### config.mk
export PLATFORM = sky130hd
export DESIGN_NAME = tdm_chan_oe
export DESIGN_NICKNAME = d
export VERILOG_FILES = /design/src/rtl/tdm_oe_pkg.sv /design/src/rtl/tdm_slot_timer.sv /design/src/rtl/tdm_ctl_table.sv /design/src/rtl/tdm_oe_gate.sv /design/src/rtl/tdm_chan_oe.sv
export SDC_FILE = /design/constraint.sdc
export NUM_CORES = 1
export LEC_CHECK = 0
export BUFFER_PORTS_ARGS = -buffer_cell sky130_fd_sc_hd__buf_4
export CORE_MARGIN = 3
export CORE_UTILIZATION = 30
export DETAILED_ROUTE_END_ITERATION = 7
export HOLD_SLACK_MARGIN = 0.06
export SLEW_MARGIN = 30
export SYNTH_ARGS = -nofsm -noshare
export SYNTH_HDL_FRONTEND = slang
export SYNTH_SLANG_ARGS = --single-unit
### constraint.sdc
create_clock -name clk_i -period 11.15 [get_ports clk_i]
set_input_delay 0.5575 -clock clk_i [delete_from_list [all_inputs] [get_ports clk_i]]
set_output_delay 0.5575 -clock clk_i [all_outputs]
set_load 0.01 [all_outputs]
### src/rtl/tdm_oe_pkg.sv
package tdm_oe_pkg;
  localparam int DEF_STREAMS  = 8;
  localparam int DEF_CHANNELS = 32;

  typedef enum logic [1:0] {
    MODE_OFF    = 2'd0,
    MODE_ALL    = 2'd1,
    MODE_PER_CH = 2'd2
  } drive_mode_e;
endpackage

### src/rtl/tdm_slot_timer.sv
module tdm_slot_timer #(
  parameter int NC   = 32,
  parameter int NS   = 8,
  localparam int CH_W = $clog2(NC),
  localparam int BT_W = $clog2(NS)
) (
  input  logic            clk_i,
  input  logic            rst_ni,
  input  logic            frame_sync_i,
  output logic [CH_W-1:0] nxt_ch_o,
  output logic [BT_W-1:0] nxt_bit_o,
  output logic            nxt_first_o
);
  localparam logic [CH_W-1:0] LAST_CH  = CH_W'(NC - 1);
  localparam logic [BT_W-1:0] LAST_BIT = BT_W'(NS - 1);

  logic [CH_W-1:0] cur_ch_q;
  logic [BT_W-1:0] cur_bit_q;

  always_comb begin
    if (frame_sync_i) begin
      nxt_ch_o  = '0;
      nxt_bit_o = '0;
    end else if (cur_bit_q == LAST_BIT) begin
      nxt_bit_o = '0;
      nxt_ch_o  = (cur_ch_q == LAST_CH) ? '0 : cur_ch_q + 1'b1;
    end else begin
      nxt_bit_o = cur_bit_q + 1'b1;
      nxt_ch_o  = cur_ch_q;
    end
  end

  assign nxt_first_o = (nxt_bit_o == '0);

  // reset parks on the final slot so the first live cycle is ch0/bit0
  always_ff @(posedge clk_i or negedge rst_ni) begin
    if (!rst_ni) begin
      cur_ch_q  <= LAST_CH;
      cur_bit_q <= LAST_BIT;
    end else begin
      cur_ch_q  <= nxt_ch_o;
      cur_bit_q <= nxt_bit_o;
    end
  end

  AST_SYNC_ALIGN: assert property (@(posedge clk_i) disable iff (!rst_ni)
    frame_sync_i |=> (cur_ch_q == '0 && cur_bit_q == '0));

  AST_FRAME_WRAP: assert property (@(posedge clk_i) disable iff (!rst_ni)
    (!frame_sync_i && cur_ch_q == LAST_CH && cur_bit_q == LAST_BIT)
      |=> (cur_ch_q == '0 && cur_bit_q == '0));
endmodule

### src/rtl/tdm_ctl_table.sv
module tdm_ctl_table #(
  parameter int NC   = 32,
  parameter int NS   = 8,
  localparam int CH_W = $clog2(NC),
  localparam int ST_W = $clog2(NS)
) (
  input  logic            clk_i,
  input  logic            rst_ni,
  input  logic            we_i,
  input  logic [CH_W-1:0] wr_ch_i,
  input  logic [ST_W-1:0] wr_st_i,
  input  logic            wr_oe_i,
  input  logic            wr_cs_i,
  input  logic [CH_W-1:0] oe_ch_i,
  output logic [NS-1:0]   oe_row_o,
  input  logic [CH_W-1:0] cs_ch_i,
  input  logic [ST_W-1:0] cs_st_i,
  output logic            cs_bit_o
);
  logic [NS-1:0] oe_mem [NC];
  logic [NS-1:0] cs_mem [NC];

  for (genvar c = 0; c < NC; c++) begin : g_row
    always_ff @(posedge clk_i or negedge rst_ni) begin
      if (!rst_ni) begin
        oe_mem[c] <= '0;
        cs_mem[c] <= '0;
      end else if (we_i && wr_ch_i == CH_W'(c)) begin
        oe_mem[c][wr_st_i] <= wr_oe_i;
        cs_mem[c][wr_st_i] <= wr_cs_i;
      end
    end
  end

  assign oe_row_o = oe_mem[oe_ch_i];
  assign cs_bit_o = cs_mem[cs_ch_i][cs_st_i];

  AST_WR_CS_STORED: assert property (@(posedge clk_i) disable iff (!rst_ni)
    we_i |=> cs_mem[$past(wr_ch_i)][$past(wr_st_i)] == $past(wr_cs_i));

  AST_WR_OE_STORED: assert property (@(posedge clk_i) disable iff (!rst_ni)
    we_i |=> oe_mem[$past(wr_ch_i)][$past(wr_st_i)] == $past(wr_oe_i));
endmodule

### src/rtl/tdm_oe_gate.sv
module tdm_oe_gate
  import tdm_oe_pkg::*;
#(
  parameter int NS = 8
) (
  input  logic          clk_i,
  input  logic          rst_ni,
  input  logic          load_i,
  input  logic          drive_en_i,
  input  logic          all_active_i,
  input  logic [NS-1:0] chan_oe_i,
  output logic [NS-1:0] oe_o
);
  drive_mode_e   mode;
  logic [NS-1:0] oe_d;

  always_comb begin
    if (!drive_en_i)       mode = MODE_OFF;
    else if (all_active_i) mode = MODE_ALL;
    else                   mode = MODE_PER_CH;
  end

  always_comb begin
    unique case (mode)
      MODE_OFF:    oe_d = '0;
      MODE_ALL:    oe_d = '1;
      MODE_PER_CH: oe_d = chan_oe_i;
      default:     oe_d = '0;
    endcase
  end

  always_ff @(posedge clk_i or negedge rst_ni) begin
    if (!rst_ni)     oe_o <= '0;
    else if (load_i) oe_o <= oe_d;
  end

  AST_OE_HOLD: assert property (@(posedge clk_i) disable iff (!rst_ni)
    !load_i |=> $stable(oe_o));

  AST_OE_OFF: assert property (@(posedge clk_i) disable iff (!rst_ni)
    (load_i && !drive_en_i) |=> (oe_o == '0));

  AST_OE_ALL: assert property (@(posedge clk_i) disable iff (!rst_ni)
    (load_i && drive_en_i && all_active_i) |=> (oe_o == '1));

  AST_OE_PER_CH: assert property (@(posedge clk_i) disable iff (!rst_ni)
    (load_i && drive_en_i && !all_active_i) |=> (oe_o == $past(chan_oe_i)));
endmodule

### src/rtl/tdm_chan_oe.sv
module tdm_chan_oe
  import tdm_oe_pkg::*;
#(
  parameter int NUM_STREAMS  = DEF_STREAMS,
  parameter int NUM_CHANNELS = DEF_CHANNELS,
  localparam int CH_W = $clog2(NUM_CHANNELS),
  localparam int ST_W = $clog2(NUM_STREAMS)
) (
  input  logic                   clk_i,
  input  logic                   rst_ni,
  input  logic                   frame_sync_i,
  input  logic                   drive_en_i,
  input  logic                   all_active_i,
  input  logic                   cm_we_i,
  input  logic [CH_W-1:0]        cm_chan_i,
  input  logic [ST_W-1:0]        cm_stream_i,
  input  logic                   cm_oe_i,
  input  logic                   cm_cs_i,
  output logic [NUM_STREAMS-1:0] stream_oe_o,
  output logic                   ctrl_bit_o
);
  localparam logic [CH_W-1:0] LAST_CH = CH_W'(NUM_CHANNELS - 1);

  logic [CH_W-1:0]        nxt_ch;
  logic [ST_W-1:0]        nxt_bit;
  logic                   nxt_first;
  logic [CH_W-1:0]        ahead_ch;
  logic [NUM_STREAMS-1:0] chan_oe;
  logic                   cs_bit;

  tdm_slot_timer #(.NC(NUM_CHANNELS), .NS(NUM_STREAMS)) u_timer (
    .clk_i       (clk_i),
    .rst_ni      (rst_ni),
    .frame_sync_i(frame_sync_i),
    .nxt_ch_o    (nxt_ch),
    .nxt_bit_o   (nxt_bit),
    .nxt_first_o (nxt_first)
  );

  // control bits run one channel ahead of the slot they describe
  assign ahead_ch = (nxt_ch == LAST_CH) ? '0 : nxt_ch + 1'b1;

  tdm_ctl_table #(.NC(NUM_CHANNELS), .NS(NUM_STREAMS)) u_table (
    .clk_i   (clk_i),
    .rst_ni  (rst_ni),
    .we_i    (cm_we_i),
    .wr_ch_i (cm_chan_i),
    .wr_st_i (cm_stream_i),
    .wr_oe_i (cm_oe_i),
    .wr_cs_i (cm_cs_i),
    .oe_ch_i (nxt_ch),
    .oe_row_o(chan_oe),
    .cs_ch_i (ahead_ch),
    .cs_st_i (nxt_bit),
    .cs_bit_o(cs_bit)
  );

  tdm_oe_gate #(.NS(NUM_STREAMS)) u_gate (
    .clk_i       (clk_i),
    .rst_ni      (rst_ni),
    .load_i      (nxt_first),
    .drive_en_i  (drive_en_i),
    .all_active_i(all_active_i),
    .chan_oe_i   (chan_oe),
    .oe_o        (stream_oe_o)
  );

  always_ff @(posedge clk_i or negedge rst_ni) begin
    if (!rst_ni) ctrl_bit_o <= 1'b0;
    else         ctrl_bit_o <= cs_bit;
  end

  AST_AHEAD_WRAP: assert property (@(posedge clk_i) disable iff (!rst_ni)
    (nxt_ch == LAST_CH) |-> (ahead_ch == '0));

  AST_CTRL_FOLLOWS: assert property (@(posedge clk_i) disable iff (!rst_ni)
    1'b1 |=> (ctrl_bit_o == $past(cs_bit)));
endmodule

==> run summary <==
Critical Path Sink Type = register
Routed vias/inst = 5.38
First-pass iteration count of the detailed router = 5
Worst EP arrival = 6.59 ns
Startpoint type of the worst setup path = register
Portion of the clock cycle consumed by the worst path in the final layout = 54.8%
DRC violation count after routing = 0
Asr flop ratio synth = 100%
Cts bufs inserted = 58
Cts repair resizes = 0
Slew margin rel. = 32.3%
Congestion Overflow GR = 0
Number of enable flip-flop cells after synthesis = 0
Total power divided by cell area = 151 nW/um^2
Max IR drop VDD = 0.0983 mV
Syn. warnings = 0
Worst min-delay path category = in2reg
Slew Limit Fails = 0
Synthesized-area fraction occupied by ao, oa, aoi and oai cells = 3.51%
Clock tree root driver cell = sky130_fd_sc_hd__clkbuf_16
Number of hold violations in the final report = 0
Crit Path Category = reg2reg
Htree depth = 2
I/O pin total = 25
Wire length of the first global-routing pass = 119000 um
Synthesized netlist cell count = 2180
Insertion delay of the later-clocked pin in the worst-skew pair = 0.63 ns
Number of nets with antenna violations after routing = 0
Distinct cell type count of the synthesized netlist = 70
Final-stage net count = 2169
Fill cell count = 8275
1st-iter DRT viols = 1550
TritonCTS clock tree = done
Die Area = 90900 sq um
Total standard cell area after synthesis = 26200 sq um
Main combinational cell family by area after synthesis = multiplexers
Buffer count from post-CTS setup fixing = 0
Maximum clock frequency = 0.164 GHz
Synthesized area divided by synthesized cell count = 12.0 sq um
Average wire per standard cell = 23.7 um
Maximum clock insertion buffer count = 3
Die height = 301 um
Run status = completed
Starting density of the core = 30.5%
Quantity of I/O buffers inserted on ports = 24
Post-route minimum period = 6.11 ns
Dpl hpwl = 53200 um
Arithmetic-cell share of the synthesized area counting full adders, half adders and majority gates = 0.287%
Max Clock Skew = 0.0236 ns
Final standard cell area without fillers = 29700 sq um
Post-synthesis register bit count = 529
Clock-pin slew on the worst setup and hold paths = 0.06 ns
Mux contribution to synthesized area = 32.4%
Setup violators final = 0
Post-synthesis to final-layout area growth = 13.2%
Worst hold slack after final layout = 0.250 ns
Floorplan row count = 107
Max Cap Violations = 0
Die Wd = 301 um
Share of layout cells above drive strength 1 = 34.5%
Initial antenna violation count = 2
Area share of xor/xnor cells in the synthesized design = 0.100%
Top library cells by usage in the layout, fill and taps aside = sky130_fd_sc_hd__dfrtp_1, sky130_fd_sc_hd__mux2_2, sky130_fd_sc_hd__nand2_1
Routability Congestion = 0.950
DR vias = 18000
Area of the placeable core = 85800 sq um
Slew at the pin closest to its max-slew limit = 1.01 ns
GRT Resource Usage Total = 17.2%
Vias in the first global route = 18700
Hold-fix buffers, CTS = 1
CTS sink count = 529
Synthesized-area fraction occupied by and/or/nand/nor cells = 10.1%
Fraction of the yosys area taken by sequential cells = 50.6%
Aggregate routed wire length = 79200 um
Data required time of the worst path = 11.64 ns
CP max FO = 25
Ys flop type = sky130_fd_sc_hd__dfrtp_1
Most common library cell in the layout ignoring fill and taps = sky130_fd_sc_hd__dfrtp_1
P_leak = 0.0130 uW
Total cell area at the placement stage = 27500 sq um
Setup TNS = 0 ns
Post-Synthesis Net Count = 2202
Maximum number of pins on one net before global-route repair = 162
Setup repair after global routing missed its margin = false
state kept, by name, summed over array words and instances, names as in the netlist:
signal	cells
u_timer.cur_ch_q	5
u_table.oe_mem	256
u_timer.cur_bit_q	3
u_table.cs_mem	256
u_gate.oe_o	8
ctrl_bit_o	1
synthesized netlist by cell type (14+ instances only):
library cell               count  area (sq um)
sky130_fd_sc_hd__a21oi_1      33           165
sky130_fd_sc_hd__nand3_1      56           280
sky130_fd_sc_hd__buf_2        21           105
sky130_fd_sc_hd__o21ai_1      14          70.1
sky130_fd_sc_hd__a221oi_1     14           123
sky130_fd_sc_hd__buf_6        15           169
sky130_fd_sc_hd__mux2i_1     175          1750
sky130_fd_sc_hd__nand2_1     314          1180
sky130_fd_sc_hd__nor2_1      159           597
sky130_fd_sc_hd__mux4_2       42           946
sky130_fd_sc_hd__clkbuf_1    108           405
sky130_fd_sc_hd__mux2_2      513          5780
sky130_fd_sc_hd__dfrtp_1     521         13000
worst max-delay path: stages, from the launching register on:
cell,delay [ns]
sky130_fd_sc_hd__dfstp_2,0.42
sky130_fd_sc_hd__ha_1,0.27
sky130_fd_sc_hd__and3_1,0.20
sky130_fd_sc_hd__ha_1,0.28
sky130_fd_sc_hd__or3b_2,0.50
sky130_fd_sc_hd__mux2i_1,0.25
sky130_fd_sc_hd__nor2_1,0.07
sky130_fd_sc_hd__nor2_1,0.77
sky130_fd_sc_hd__and3_1,0.30
sky130_fd_sc_hd__ha_1,0.42
sky130_fd_sc_hd__or2_2,0.19
sky130_fd_sc_hd__a311oi_1,0.08
sky130_fd_sc_hd__a21oi_4,0.52
sky130_fd_sc_hd__buf_4,0.41
sky130_fd_sc_hd__nor3_1,0.09
sky130_fd_sc_hd__a211oi_1,0.28
sky130_fd_sc_hd__a311oi_1,0.09
sky130_fd_sc_hd__or4_1,0.61
sky130_fd_sc_hd__nand4_1,0.12
sky130_fd_sc_hd__o41ai_2,0.08
where the power goes:
group / switching (uW) / internal, uW
combinational: 217 / 139
sequential: 57.7 / 2020
clock: 801 / 1260
routing by layer:
metal | global-route usage [%] | wire [um] | up-vias
li1 | - | - | 7702
met1 | 22.9 | 33700 | 9441
met2 | 27.5 | 36800 | 625
met3 | 3.27 | 5290 | 184
met4 | 7.29 | 3410 | 2
met5 | 0 | 13 | -
logic make-up after synthesis:
logic type / Yosys count
xor+xnor: 3
buf+inv: 169
fa+ha+maj: 6
mux: 730
flops: 529
simple gates: 612
compound gates: 131
per-stage QoR:
step           util [%]  std cells  setup slack [ns]  total power, uW
2_1_floorplan         -       2180              6.06             2300
3_3_place_gp       31.9       3222              5.40             2440
3_5_place_dp       32.1       3227              5.25             2460
4_1_cts            34.5       3333              5.23             4520
5_1_grt            34.6       3336              4.76             4640
6_report           34.6       3337              5.04             4490
area by class of cell:
type / instances / area, sq um / share of cell area, %
well taps: 1144 / 1430 / 4.83
repair buffers: 62 / 597 / 2.01
diodes: 1 / 2.50 / 0.00844
clock inverters: 34 / 472 / 1.59
multi-input cells: 1482 / 12300 / 41.4
inverters: 14 / 60.1 / 0.202
clock buffers: 71 / 1580 / 5.33
flip-flops and latches: 529 / 13200 / 44.7
worst paths after layout:
check / start / end / slack [ns] / cells after the start
hold reg to reg: u_gate.oe_o[3] / u_gate.oe_o[3] / 0.50 / 2
setup reg to reg: u_timer.cur_ch_q[0] / ctrl_bit_o / 5.04 / 19
max in group asynchronous: rst_ni / u_table.cs_mem[32] / 8.82 / 4
min in group asynchronous: rst_ni / u_table.cs_mem[110] / 0.45 / 2
setup / recovery: u_timer.cur_ch_q[0] / ctrl_bit_o / 5.04 / 19
hold / removal: drive_en_i / u_gate.oe_o[0] / 0.25 / 3
Power figures use the tool's default switching activity.
